## config.mk

```make
export PLATFORM = sky130hd
export DESIGN_NAME = irq_stat_ctrl
export DESIGN_NICKNAME = d
export VERILOG_FILES = /design/src/rtl/irq_ctl_pkg.sv /design/src/rtl/irq_regif.sv /design/src/rtl/irq_status.sv /design/src/rtl/irq_req.sv /design/src/rtl/irq_stat_ctrl.sv
export SDC_FILE = /design/constraint.sdc
export NUM_CORES = 1
export LEC_CHECK = 0
export ABC_AREA = 0
export BUFFER_PORTS_ARGS = -buffer_cell sky130_fd_sc_hd__buf_2
export CORE_ASPECT_RATIO = 0.75
export CORE_MARGIN = 2
export CORE_UTILIZATION = 45
export CTS_CLUSTER_DIAMETER = 60
export DETAILED_ROUTE_END_ITERATION = 16
export PLACE_DENSITY = 0.71
export SKIP_LAST_GASP = 1
export SLEW_MARGIN = 0
export SYNTH_ARGS = -nofsm -noshare
export SYNTH_HDL_FRONTEND = slang
export SYNTH_HIERARCHICAL = 1
export SYNTH_SLANG_ARGS = --single-unit
export TNS_END_PERCENT = 20
```

## constraint.sdc

```tcl
create_clock -name clk -period 1.6 [get_ports clk]
set_input_delay 0.16 -clock clk [delete_from_list [all_inputs] [get_ports clk]]
set_output_delay 0.16 -clock clk [all_outputs]
set_load 0.1 [all_outputs]
```

## src/rtl/irq_ctl_pkg.sv

```systemverilog
package irq_ctl_pkg;
  localparam int EV_W = 32;

  localparam logic [7:0] OFS_STATUS = 8'h40;
  localparam logic [7:0] OFS_SWSET  = 8'h44;
  localparam logic [7:0] OFS_MASK   = 8'h48;

  // encoder event positions
  localparam int EV_ENC_CAP_START = 31;
  localparam int EV_ENC_EOS       = 30;
  localparam int EV_ENC_VBI       = 29;
  localparam int EV_ENC_VIN_RST   = 28;
  localparam int EV_ENC_DMA_DONE  = 27;
  // decoder event positions
  localparam int EV_DEC_AUD_MODE  = 24;
  localparam int EV_DEC_DATA_REQ  = 22;
  localparam int EV_DEC_DMA_DONE  = 20;
  localparam int EV_DEC_VBI_INS   = 19;
  localparam int EV_DEC_LIST_ERR  = 18;

  function automatic logic [EV_W-1:0] wired_events();
    logic [EV_W-1:0] m;
    m = '0;
    m[EV_ENC_CAP_START] = 1'b1;
    m[EV_ENC_EOS]       = 1'b1;
    m[EV_ENC_VBI]       = 1'b1;
    m[EV_ENC_VIN_RST]   = 1'b1;
    m[EV_ENC_DMA_DONE]  = 1'b1;
    m[EV_DEC_AUD_MODE]  = 1'b1;
    m[EV_DEC_DATA_REQ]  = 1'b1;
    m[EV_DEC_DMA_DONE]  = 1'b1;
    m[EV_DEC_VBI_INS]   = 1'b1;
    m[EV_DEC_LIST_ERR]  = 1'b1;
    return m;
  endfunction

  localparam logic [EV_W-1:0] WIRED_MASK = wired_events();
endpackage

```

## src/rtl/irq_regif.sv

```systemverilog
module irq_regif
  import irq_ctl_pkg::*;
#(
  parameter int ADDR_W = 8,
  parameter int DATA_W = EV_W
) (
  input  logic              clk,
  input  logic              rst,
  input  logic              wr_en,
  input  logic              rd_en,
  input  logic [ADDR_W-1:0] addr,
  input  logic [DATA_W-1:0] wr_data,
  input  logic [DATA_W-1:0] status_q,
  input  logic [DATA_W-1:0] mask_q,
  output logic [DATA_W-1:0] clr_vec,
  output logic [DATA_W-1:0] sw_set_vec,
  output logic              mask_we,
  output logic [DATA_W-1:0] rd_data
);
  localparam logic [ADDR_W-1:0] A_STATUS = ADDR_W'(OFS_STATUS);
  localparam logic [ADDR_W-1:0] A_SWSET  = ADDR_W'(OFS_SWSET);
  localparam logic [ADDR_W-1:0] A_MASK   = ADDR_W'(OFS_MASK);

  logic hit_status, hit_swset, hit_mask;

  always_comb begin
    hit_status = (addr == A_STATUS);
    hit_swset  = (addr == A_SWSET);
    hit_mask   = (addr == A_MASK);
    clr_vec    = (wr_en && hit_status) ? wr_data : '0;
    sw_set_vec = (wr_en && hit_swset)  ? wr_data : '0;
    mask_we    = wr_en && hit_mask;
  end

  logic [DATA_W-1:0] rd_mux;
  always_comb begin
    rd_mux = '0;
    if (hit_status) rd_mux = status_q;
    else if (hit_mask) rd_mux = mask_q;
  end

  always_ff @(posedge clk) begin
    if (rst) rd_data <= '0;
    else if (rd_en) rd_data <= rd_mux;
  end
endmodule

```

## src/rtl/irq_status.sv

```systemverilog
module irq_status
  import irq_ctl_pkg::*;
#(
  parameter int DATA_W = EV_W,
  parameter logic [DATA_W-1:0] WIRED = DATA_W'(WIRED_MASK)
) (
  input  logic              clk,
  input  logic              rst,
  input  logic [DATA_W-1:0] event_in,
  input  logic [DATA_W-1:0] clr_vec,
  input  logic [DATA_W-1:0] sw_set_vec,
  input  logic              mask_we,
  input  logic [DATA_W-1:0] mask_wdata,
  output logic [DATA_W-1:0] status_q,
  output logic [DATA_W-1:0] mask_q
);
  logic [DATA_W-1:0] hw_set;

  for (genvar i = 0; i < DATA_W; i++) begin : g_src
    if (WIRED[i]) begin : g_wired
      assign hw_set[i] = event_in[i];
    end else begin : g_open
      assign hw_set[i] = 1'b0;
    end
  end

  always_ff @(posedge clk) begin
    if (rst) status_q <= '0;
    else     status_q <= (status_q & ~clr_vec) | hw_set | sw_set_vec;
  end

  always_ff @(posedge clk) begin
    if (rst)          mask_q <= '1;
    else if (mask_we) mask_q <= mask_wdata;
  end
endmodule

```

## src/rtl/irq_req.sv

```systemverilog
module irq_req #(
  parameter int DATA_W = 32
) (
  input  logic              clk,
  input  logic              rst,
  input  logic [DATA_W-1:0] status_q,
  input  logic [DATA_W-1:0] mask_q,
  output logic              irq
);
  logic [DATA_W-1:0] live;
  assign live = status_q & ~mask_q;

  always_ff @(posedge clk) begin
    if (rst) irq <= 1'b0;
    else     irq <= |live;
  end
endmodule

```

## src/rtl/irq_stat_ctrl.sv

```systemverilog
module irq_stat_ctrl
  import irq_ctl_pkg::*;
#(
  parameter int ADDR_W = 8,
  parameter int DATA_W = EV_W
) (
  input  logic              clk,
  input  logic              rst,
  input  logic              wr_en,
  input  logic              rd_en,
  input  logic [ADDR_W-1:0] addr,
  input  logic [DATA_W-1:0] wr_data,
  output logic [DATA_W-1:0] rd_data,
  input  logic [DATA_W-1:0] event_in,
  output logic              irq
);
  logic [DATA_W-1:0] status_q, mask_q, clr_vec, sw_set_vec;
  logic              mask_we;

  irq_regif #(.ADDR_W(ADDR_W), .DATA_W(DATA_W)) u_regif (
    .clk(clk), .rst(rst), .wr_en(wr_en), .rd_en(rd_en), .addr(addr),
    .wr_data(wr_data), .status_q(status_q), .mask_q(mask_q),
    .clr_vec(clr_vec), .sw_set_vec(sw_set_vec), .mask_we(mask_we),
    .rd_data(rd_data)
  );

  irq_status #(.DATA_W(DATA_W)) u_status (
    .clk(clk), .rst(rst), .event_in(event_in), .clr_vec(clr_vec),
    .sw_set_vec(sw_set_vec), .mask_we(mask_we), .mask_wdata(wr_data),
    .status_q(status_q), .mask_q(mask_q)
  );

  irq_req #(.DATA_W(DATA_W)) u_req (
    .clk(clk), .rst(rst), .status_q(status_q), .mask_q(mask_q), .irq(irq)
  );
endmodule

```

==> summary.txt, run 1 <==
Drt
  – Initial DRC Count: 412
  – Routed wire length: 12900 um
  – DRC errors left: 0
  – Remaining antenna violation count after routing: 0
  – Vias/cell: 5.34
  – Vias: 4111
  – DR WL/cell: 16.7 um
  – DR pass1 iterations: 5

STA
  – Final setup violation count: 0
  – Clock Skew: 7.09 ps
  – RSZ-0062 raised after global routing: no
  – Max Slew Vio Count: 0
  – Final-report hold violation count: 0
  – Fin crit period: 1380 ps
  – Tcrit/Tclk final: 85.9%
  – Fmax: 0.727 GHz
  – Rel. slew slack: 66.1%
  – Worst-margin pin slew: 512 ps

Synthesis
  – Syn_nets: 628
  – Mapped Avg Cell Area: 8.42 um^2
  – Register area share after synthesis: 41.8%
  – Predominant post-synthesis flop cell: dfxtp_1
  – Synth Cell Area: 4650 um^2
  – FFs w/ async S/R, synth: 0%
  – Syn Inst Count: 552
  – Number of synthesized register bits: 97
  – Yosys warnings: 6
  – EDFF count, synth: 0
  – Unique cell type count in the Yosys netlist: 23

Floorplan
  – Initial core utilization: 45.7%
  – Row count: 32
  – Core ar.: 10200 um^2
  – Die W: 121 um
  – Die height: 92.0 um
  – Die area: 11200 um^2
  – Boundary pin count: 109

Global routing
  – Grt total ovfl: 0
  – Vias in the first global route: 3903
  – Initial antenna violation count: 0
  – Tot GR Track Use: 23.4%
  – Pin count of the biggest net entering global routing: 65
  – Global-route wire length before repair: 20100 um

Power and ir drop
  – Internal: 3980 uW
  – Sw Pwr: 1160 uW
  – Pwr/cell area: 930 nW/um^2
  – Flop pwr share: 47.7%
  – Switching Fraction: 22.6%
  – Clock power frac: 44.9%
  – Comb pwr share: 7.4%
  – Lkg Pwr: 0.00215 uW
  – Peak VDD IR: 0.623 mV

Layout
  – Commonest non-fill, non-tap cell in the layout: dfxtp_1
  – Final-stage net count: 706
  – Layout area overhead: 19.0%
  – Diodes inserted: 0
  – Share of layout cells above drive strength 1: 20.2%
  – Layout Utilization: 54.4%
  – Most frequent cells in the layout: dfxtp_1, buf_2, nor2_1
  – Design area: 5530 um^2

Clocking
  – Root Buffer: clkbuf_16
  – Clk slew on worst S/H paths: 70 ps
  – TritonCTS clock tree: built
  – # hold bufs at CTS: 0
  – H-tree levels: 3
  – Clock latency on the worst-skew pair: 340 ps
  – CTS Buf Count: 9
  – CTS resizes: 0
  – Setup bufs post-CTS: 0
  – Max clock buf depth: 2
  – Clock Sinks: 97

Worst setup path
  – Critical Path AT: 1610 ps
  – Worst-path fanout max: 13
  – Cell family with most CP delay: simple AND/OR/NAND/NOR gates
  – Worst path required time: 1830 ps
  – Critical path, cell by cell: buf_2 > nor4_4 > nand3b_4 > nor2_4 > buf_4 > nor2b_1 > a211o_1
  – Category of the critical setup timing path: input port to register
  – Worst Path Buf+Inv: 2
  – Critical-path cell with the highest stage delay: nor4_4
  – Startpoint Class: input port
  – Worst path max stage delay: 410 ps
  – Setup crit end kind: register

Job
  – Max_cap viols: 0

Worst hold path
  – Hold crit path type: input port to register

Run status
  – Status: complete, no violations

Place
  – IO Port Bufs: 86
  – Post-DP HPWL: 9030 um
  – Dpl cell area: 5210 um^2
  – GPL Wtd Cong: 0.829
## state kept, by name, summed over array words and instances (netlist names)
| signal | cells |
|---|---|
| u_regif/rd_data | 32 |
| u_req/irq | 1 |
| u_status/mask_q | 32 |
| u_status/status_q | 32 |
## metrics by stage
stage	setup WS [ps]	hold WS (ps)	total power (uW)	setup TNS (ps)	cells
floorplan	-15.1	232	2720	-303	552
global placement	-50.1	389	2880	-1120	755
detailed placement	-110	388	2890	-2340	755
CTS	246	32.1	5180	0	770
global route	139	39.4	5300	0	770
finish	225	41.9	5150	0	770
## power by group through the flow
stage          Combinational [uW]  Clock (uW)  Sequential (uW)
2_1_floorplan                 210           0             2510
3_3_place_gp                  369           0             2510
3_5_place_dp                  377           0             2510
4_1_cts                       379        2350             2460
5_1_grt                       412        2440             2460
6_report                      381        2310             2460
## layout make-up
type / count / area (um^2)
multi-input cells: 360 / 2280
clock inverters: 5 / 80.1
repair buffers: 108 / 621
flip-flops and latches: 97 / 1940
inverters: 54 / 203
well taps: 136 / 170
fillers: 981 / 4640
clock buffers: 10 / 239
## per-layer routing
metal  global-route usage, %  vias up  wire (um)
met2                    36.9      131       5930
met1                    32.0     1954       6060
met4                    7.18        0        183
li1                        -     2012          -
met3                    4.91       14        695
met5                       0        -          0
## synth_stat cells, drive strengths merged (16+ instances only)
| master | n | area share, % |
|---|---|---|
| nor2b | 30 | 4.0 |
| dfxtp | 97 | 42 |
| nand2 | 33 | 2.7 |
| buf | 27 | 3.9 |
| a211o | 32 | 6.0 |
| o22ai | 16 | 2.2 |
| nor2 | 76 | 6.1 |
| nand2b | 65 | 8.7 |
| a21oi | 32 | 3.4 |
| o32ai | 32 | 6.4 |
| mux2i | 32 | 6.9 |
| inv | 54 | 4.4 |
## final timing paths
kind / from / to / slack [ps] / cells past startpoint
max: addr[5] / u_status/mask_q[23] / 220 / 7
max reg2reg: u_status/status_q[19] / u_req/irq / 400 / 4
min reg2reg: u_regif/rd_data[5] / u_regif/rd_data[5] / 490 / 2
min: wr_data[0] / u_status/mask_q[0] / 40 / 2
## logic make-up (layout without fill, tap and decap cells)
kind of cell	count (synthesis)	count (layout)	synth area share, %
multiplexers	32	32	6.89
AND/OR/NAND/NOR	215	215	23.8
AO/OA/AOI/OAI	113	113	18.2
flip-flops	97	97	41.8
buffers and inverters	95	177	9.39
## worst register-to-register path: cells and delay by family (launching register included)
family,cells,cell delay (ps)
simple gates,1,350
buf+inv,1,90
flops,1,340
compound gates,2,280
No activity file was read; power rests on OpenSTA's default activity.
==> inputs of run 2 (changes only) <==
- CORE_UTILIZATION: 45 -> 49
- PLACE_DENSITY: 0.71 -> default
- PLACE_DENSITY_LB_ADDON: default -> 0.12
==> summary.txt, run 2 (same netlist as run 1, synthesis figures left out) <==
Global routing
  – Tot GR Track Use: 25.2% (+1.8 points)
  – Met3 Usage GRT: 5.96% (+1.0 points)
  – Vias in the first global route: 3996 (+2.4%)
  – Initial antenna violation count: 0 (unchanged)
  – Pin count of the biggest net entering global routing: 98 (+51%)
  – Grt total ovfl: 0 (unchanged)
  – Global-route wire length before repair: 19700 um (-2.0%)
  – Met1 usage: 34.6% (+2.6 points)
  – Gr busiest metal: met2
  – GRT met2 Usage: 39.3% (+2.3 points)

Power and ir drop
  – Clock power frac: 41.5% (-3.4 points)
  – Switching Fraction: 24.9% (+2.3 points)
  – Flop pwr share: 50.8% (+3.1 points)
  – Comb pwr share: 7.7% (+0.3 points)
  – Pwr/cell area: 880 nW/um^2 (-5.4%)
  – Internal: 3630 uW (-9.0%)
  – Peak VDD IR: 0.795 mV (+28%)
  – Sw Pwr: 1200 uW (+3.6%)
  – Lkg Pwr: 0.00211 uW (-1.6%)

Drt
  – Routed wire length: 12200 um (-5.2%)
  – DR pass1 iterations: 5 (unchanged)
  – Vias/cell: 5.34 (about the same)
  – DR WL/cell: 16.0 um (-4.1%)
  – Vias: 4063 (-1.2%)
  – Initial DRC Count: 251 (-39%)
  – DRC errors left: 0 (unchanged)
  – Remaining antenna violation count after routing: 0 (unchanged)

Place
  – IO Port Bufs: 86 (unchanged)
  – GPL Wtd Cong: 0.826 (-0.36%)
  – Post-DP HPWL: 7960 um (-12%)

STA
  – Clock Skew: 5.67 ps (-1.42 ps)
  – Max Slew Vio Count: 0 (unchanged)
  – Rel. slew slack: 65.7% (-0.37 points)
  – Fin Hold WS: 36.0 ps (-5.90 ps)
  – Tcrit/Tclk final: 82.2% (-3.7 points)
  – Fmax: 0.760 GHz (+4.5%)
  – Fin crit period: 1320 ps (-59.3 ps)
  – Worst-margin pin slew: 518 ps (+5.63 ps)
  – Final-report hold violation count: 0 (unchanged)
  – RSZ-0062 raised after global routing: no
  – Final setup violation count: 0 (unchanged)

Floorplan
  – Initial core utilization: 51.0% (+5.3 points)
  – Core ar.: 9120 um^2 (-10%)
  – Row count: 30 (-6.3%)
  – Die area: 10300 um^2 (-7.9%)
  – Boundary pin count: 109 (unchanged)
  – Die W: 116 um (-4.0%)
  – Die height: 88.4 um (-4.0%)

Clocking
  – Root Buffer: clkbuf_16
  – Clk slew on worst S/H paths: 70 ps (about the same)
  – Clock latency on the worst-skew pair: 350 ps (about the same)
  – TritonCTS clock tree: built
  – CTS Buf Count: 9 (unchanged)
  – Clock Sinks: 97 (unchanged)
  – CTS resizes: 0 (unchanged)
  – Max clock buf depth: 2 (unchanged)
  – Setup bufs post-CTS: 0 (unchanged)
  – # hold bufs at CTS: 0 (unchanged)
  – H-tree levels: 3 (unchanged)

Layout
  – Commonest non-fill, non-tap cell in the layout: dfxtp_1
  – # fillers: 848 (-14%)
  – Final-stage net count: 704 (-0.28%)
  – Share of layout cells above drive strength 1: 20.1% (-0.13 points)
  – Most frequent cells in the layout: dfxtp_1, buf_2, nor2_1
  – Regs by FF count: u_regif/rd_data (32), u_status/mask_q (32), u_status/status_q (32)
  – Layout Utilization: 60.2% (+5.7 points)
  – Layout area overhead: 18.0%
  – Diodes inserted: 0 (unchanged)

Worst setup path
  – Worst-path fanout max: 25 (+12)
  – Setup crit end kind: register
  – Category of the critical setup timing path: input port to register
  – Worst path required time: 1840 ps (about the same)
  – Startpoint Class: input port
  – Critical Path AT: 1550 ps (-60 ps)

Job
  – Max_cap viols: 0 (unchanged)

Worst hold path
  – Hold crit path type: input port to register

Run status
  – Status: complete, no violations
-- run 2: changes by cell type in the layout (fill, tap and decap cells not counted) --
cell,delta
clkbuf_8,-1
buf_4,-4
clkinv_2,+1
buf_12,+2
bufinv_16,-2
clkinvlp_4,+3
-- run 2: layer usage --
layer,routed length [um],vias up
met5,0,-
met4,170,0
met3,634,13
met2,5370,113
met1,6020,1929
li1,-,2008
-- run 2: cell type report --
cell class	instances	area, um^2	area share, %
clock buffer	9	225	4.10
clock inverter	7	47.5	0.867
inverter	54	203	3.69
multi-input combinational	360	2280	41.5
sequential	97	1940	35.4
tap	128	160	2.92
timing repair buffer	106	631	11.5
-- run 2: power by group through the flow --
stage / sequential (uW) / combinational, uW / clock (uW)
2_1_floorplan: 2510 / 210 / 0
3_3_place_gp: 2510 / 364 / 0
3_5_place_dp: 2510 / 369 / 0
4_1_cts: 2450 / 370 / 2040
5_1_grt: 2450 / 405 / 2150
6_report: 2450 / 372 / 2000
-- run 2: worst paths after layout --
path | startpoint | endpoint | slack [ps] | cells past startpoint
setup / recovery | addr[5] | u_status/mask_q[15] | 280 | 7
hold / removal | wr_data[1] | u_status/mask_q[1] | 40 | 2
setup reg to reg | u_status/status_q[29] | u_req/irq | 430 | 4
hold reg to reg | u_regif/rd_data[10] | u_regif/rd_data[10] | 490 | 2
-- run 2: critical path, stage by stage --
cell,delay [ps]
buf_2,110
nor4_4,360
nand3b_4,140
nor2_4,160
buf_4,300
nor2b_1,90
a211o_1,220
-- run 2: per-stage QoR --
stage	setup slack [ps]	instance area, um^2	std cells	setup TNS, ps	power (uW)
5_1_grt	209	5490	761	0	5000
4_1_cts	284	5490	761	0	4870
3_5_place_dp	-65.2	5210	745	-825	2880
3_3_place_gp	-30.1	5210	745	-379	2870
2_1_floorplan	-15.1	4650	552	-303	2720
6_report	284	5490	761	0	4830
==> inputs of run 3 (changes only) <==
- clock period: 1.6 -> 1.2 ns (I/O delays scaled with it)
==> summary.txt, run 3 (same netlist as run 1, synthesis figures left out) <==
Clocking
  – TritonCTS clock tree: built
  – Clock Sinks: 97 (unchanged)
  – Root Buffer: clkbuf_16
  – H-tree levels: 3 (unchanged)
  – CTS Buf Count: 9 (unchanged)
  – Clock latency on the worst-skew pair: 340 ps (about the same)
  – Clk slew on worst S/H paths: 70 ps (about the same)
  – # hold bufs at CTS: 0 (unchanged)
  – Max clock buf depth: 2 (unchanged)

STA
  – Final setup violation count: 27 (+27)
  – Tcrit/Tclk final: 103%
  – Fin Hold WS: 7.77 ps (-28.3 ps)
  – Fmax: 0.808 GHz
  – RSZ-0062 raised after global routing: yes
  – Clock Skew: 4.23 ps (-1.44 ps)
  – Fin crit period: 1240 ps
  – Final-report hold violation count: 0 (unchanged)
  – Worst-margin pin slew: 491 ps (-26.9 ps)
  – Max Slew Vio Count: 0 (unchanged)
  – Rel. slew slack: 67.5% (+1.8 points)
  – Fin worst setup slack: -38.1 ps (-322 ps)

Layout
  – Diodes inserted: 0 (unchanged)
  – Multi-input gate area: 2330 um^2 (+2.4%)
  – Most frequent cells in the layout: dfxtp_1, nor2_1, nand2b_1
  – Reg area: 1940 um^2 (about the same)
  – # fillers: 755 (-11%)
  – Layout Utilization: 68.6% (+8.5 points)
  – Design area: 6260 um^2 (+14%)
  – Regs by FF count: u_regif/rd_data (32), u_status/mask_q (32), u_status/status_q (32)
  – Fin cells: 781 (+2.6%)
  – Layout area overhead: 34.6%
  – Commonest non-fill, non-tap cell in the layout: dfxtp_1
  – Final-stage net count: 724 (+2.8%)
  – Share of layout cells above drive strength 1: 24.5% (+4.4 points)

Drt
  – DRC errors left: 0 (unchanged)
  – DR pass1 iterations: 4 (-1)
  – Vias/cell: 5.40 (+1.1%)
  – Routed wire length: 13400 um (+9.5%)
  – DR WL/cell: 17.1 um (+6.7%)
  – Remaining antenna violation count after routing: 0 (unchanged)
  – Vias: 4214 (+3.7%)
  – Initial DRC Count: 366 (+46%)

Place
  – IO Port Bufs: 86 (unchanged)
  – GPL Wtd Cong: 0.809 (-2.0%)
  – Dpl cells: 759 (+1.9%)
  – Dpl cell area: 5790 um^2 (+11%)
  – Post-DP HPWL: 8900 um (+12%)

Global routing
  – Grt total ovfl: 0 (unchanged)
  – Vias in the first global route: 4022 (+0.65%)
  – Initial antenna violation count: 0 (unchanged)
  – Pin count of the biggest net entering global routing: 76 (-22%)
  – Global-route wire length before repair: 20600 um (+4.3%)
  – Tot GR Track Use: 25.9% (+0.72 points)

Worst setup path
  – Worst R2R Start: u_status/status_q[15]
  – CP Capture Point: u_status/mask_q[1]
  – Category of the critical setup timing path: input port to register
  – Critical Path AT: 1460 ps (-90 ps)
  – Worst path required time: 1420 ps (-420 ps)
  – R2R depth: 4 (unchanged)
  – Worst-path fanout max: 8 (-68%)
  – Reg2Reg Setup Slack: 40 ps (-390 ps)
  – Crit. Startpoint: addr[5]
  – Startpoint Class: input port
  – Setup crit end kind: register
  – Reg-to-reg endpoint: u_req/irq

Run status
  – Status: finished with violations
  – Failing checks: setup timing

Power and ir drop
  – Pwr/cell area: 1080 nW/um^2 (+23%)
  – Lkg Pwr: 0.00238 uW (+12%)
  – Peak VDD IR: 1.02 mV (+29%)

Worst hold path
  – Hold crit path type: input port to register

Job
  – Max_cap viols: 0 (unchanged)

Floorplan
  – Core ar.: 9120 um^2 (unchanged)
  – Die W: 116 um (unchanged)
  – Row count: 30 (unchanged)
  – Initial core utilization: 51.0% (unchanged)
  – Boundary pin count: 109 (unchanged)
  – Die area: 10300 um^2 (unchanged)
  – Die height: 88.4 um (unchanged)
## run 3: changes by cell type in the layout (fill, tap and decap cells not counted), moves of 4 or more
cell        delta
a21oi_1        -4
a21oi_2        +4
buf_4         +12
clkinvlp_4     -5
buf_12        +32
nor4_2         +4
nor4_1         -4
buf_2         -30
## run 3: what timing repair did
item	in CTS	in global routing
pin swaps	0	5
buffers inserted	0	3
cloned	0	3
resized for setup	2	15
setup endpoints to repair	7	38
## run 3: power breakdown
part | internal [uW] | total [uW] | leakage [uW] | switching [uW]
logic | 233 | 556 | 0.00143 | 323
clock network | 1720 | 2950 | 0.000155 | 1230
registers | 3250 | 3270 | 0.000786 | 26.9
total | 5200 | 6780 | 0.00238 | 1580
## run 3: area by class of cell
type	instances	share of cell area, %
Tap cell	128	2.56
Multi-Input combinational cell	360	37.3
Clock inverter	5	0.860
Timing Repair Buffer	126	21.0
Inverter	54	3.24
Sequential cell	97	31.0
Clock buffer	11	4.04
## run 3: how the worst min path moves through the flow
stage | startpoint | to | cells past startpoint
5_1_grt | wr_data[4] | u_status/mask_q[4] | 2
3_5_place_dp | wr_data[31] | u_status/mask_q[31] | 2
3_3_place_gp | wr_data[31] | u_status/mask_q[31] | 2
2_1_floorplan | rst | u_req/irq | 1
4_1_cts | wr_data[28] | u_status/mask_q[28] | 2
6_report | wr_data[24] | u_status/mask_q[24] | 2
## run 3: through the flow
stage	setup WS, ps	setup TNS [ps]	total power [uW]
global placement	-303	-19740	3880
floorplan	-265	-10160	3630
finish	-38.1	-388	6780
global route	-84.0	-2500	6980
detailed placement	-354	-22810	3890
CTS	-29.8	-124	6800
## run 3: critical path, stage by stage
cell and delay [ps]:
buf_2 130, nor4_4 350, nand3b_4 120, nor2_4 160, buf_12 150, and2b_1 190
a211o_1 250
## run 3: metal layers
| layer | global-route usage (%) | share of wire (%) | vias to the layer above |
|---|---|---|---|
| met5 | 0 | 0 | - |
| li1 | - | - | 2049 |
| met4 | 4.76 | 0.75 | 0 |
| met1 | 36.2 | 48 | 2028 |
| met3 | 4.59 | 4.7 | 10 |
| met2 | 42.6 | 47 | 127 |
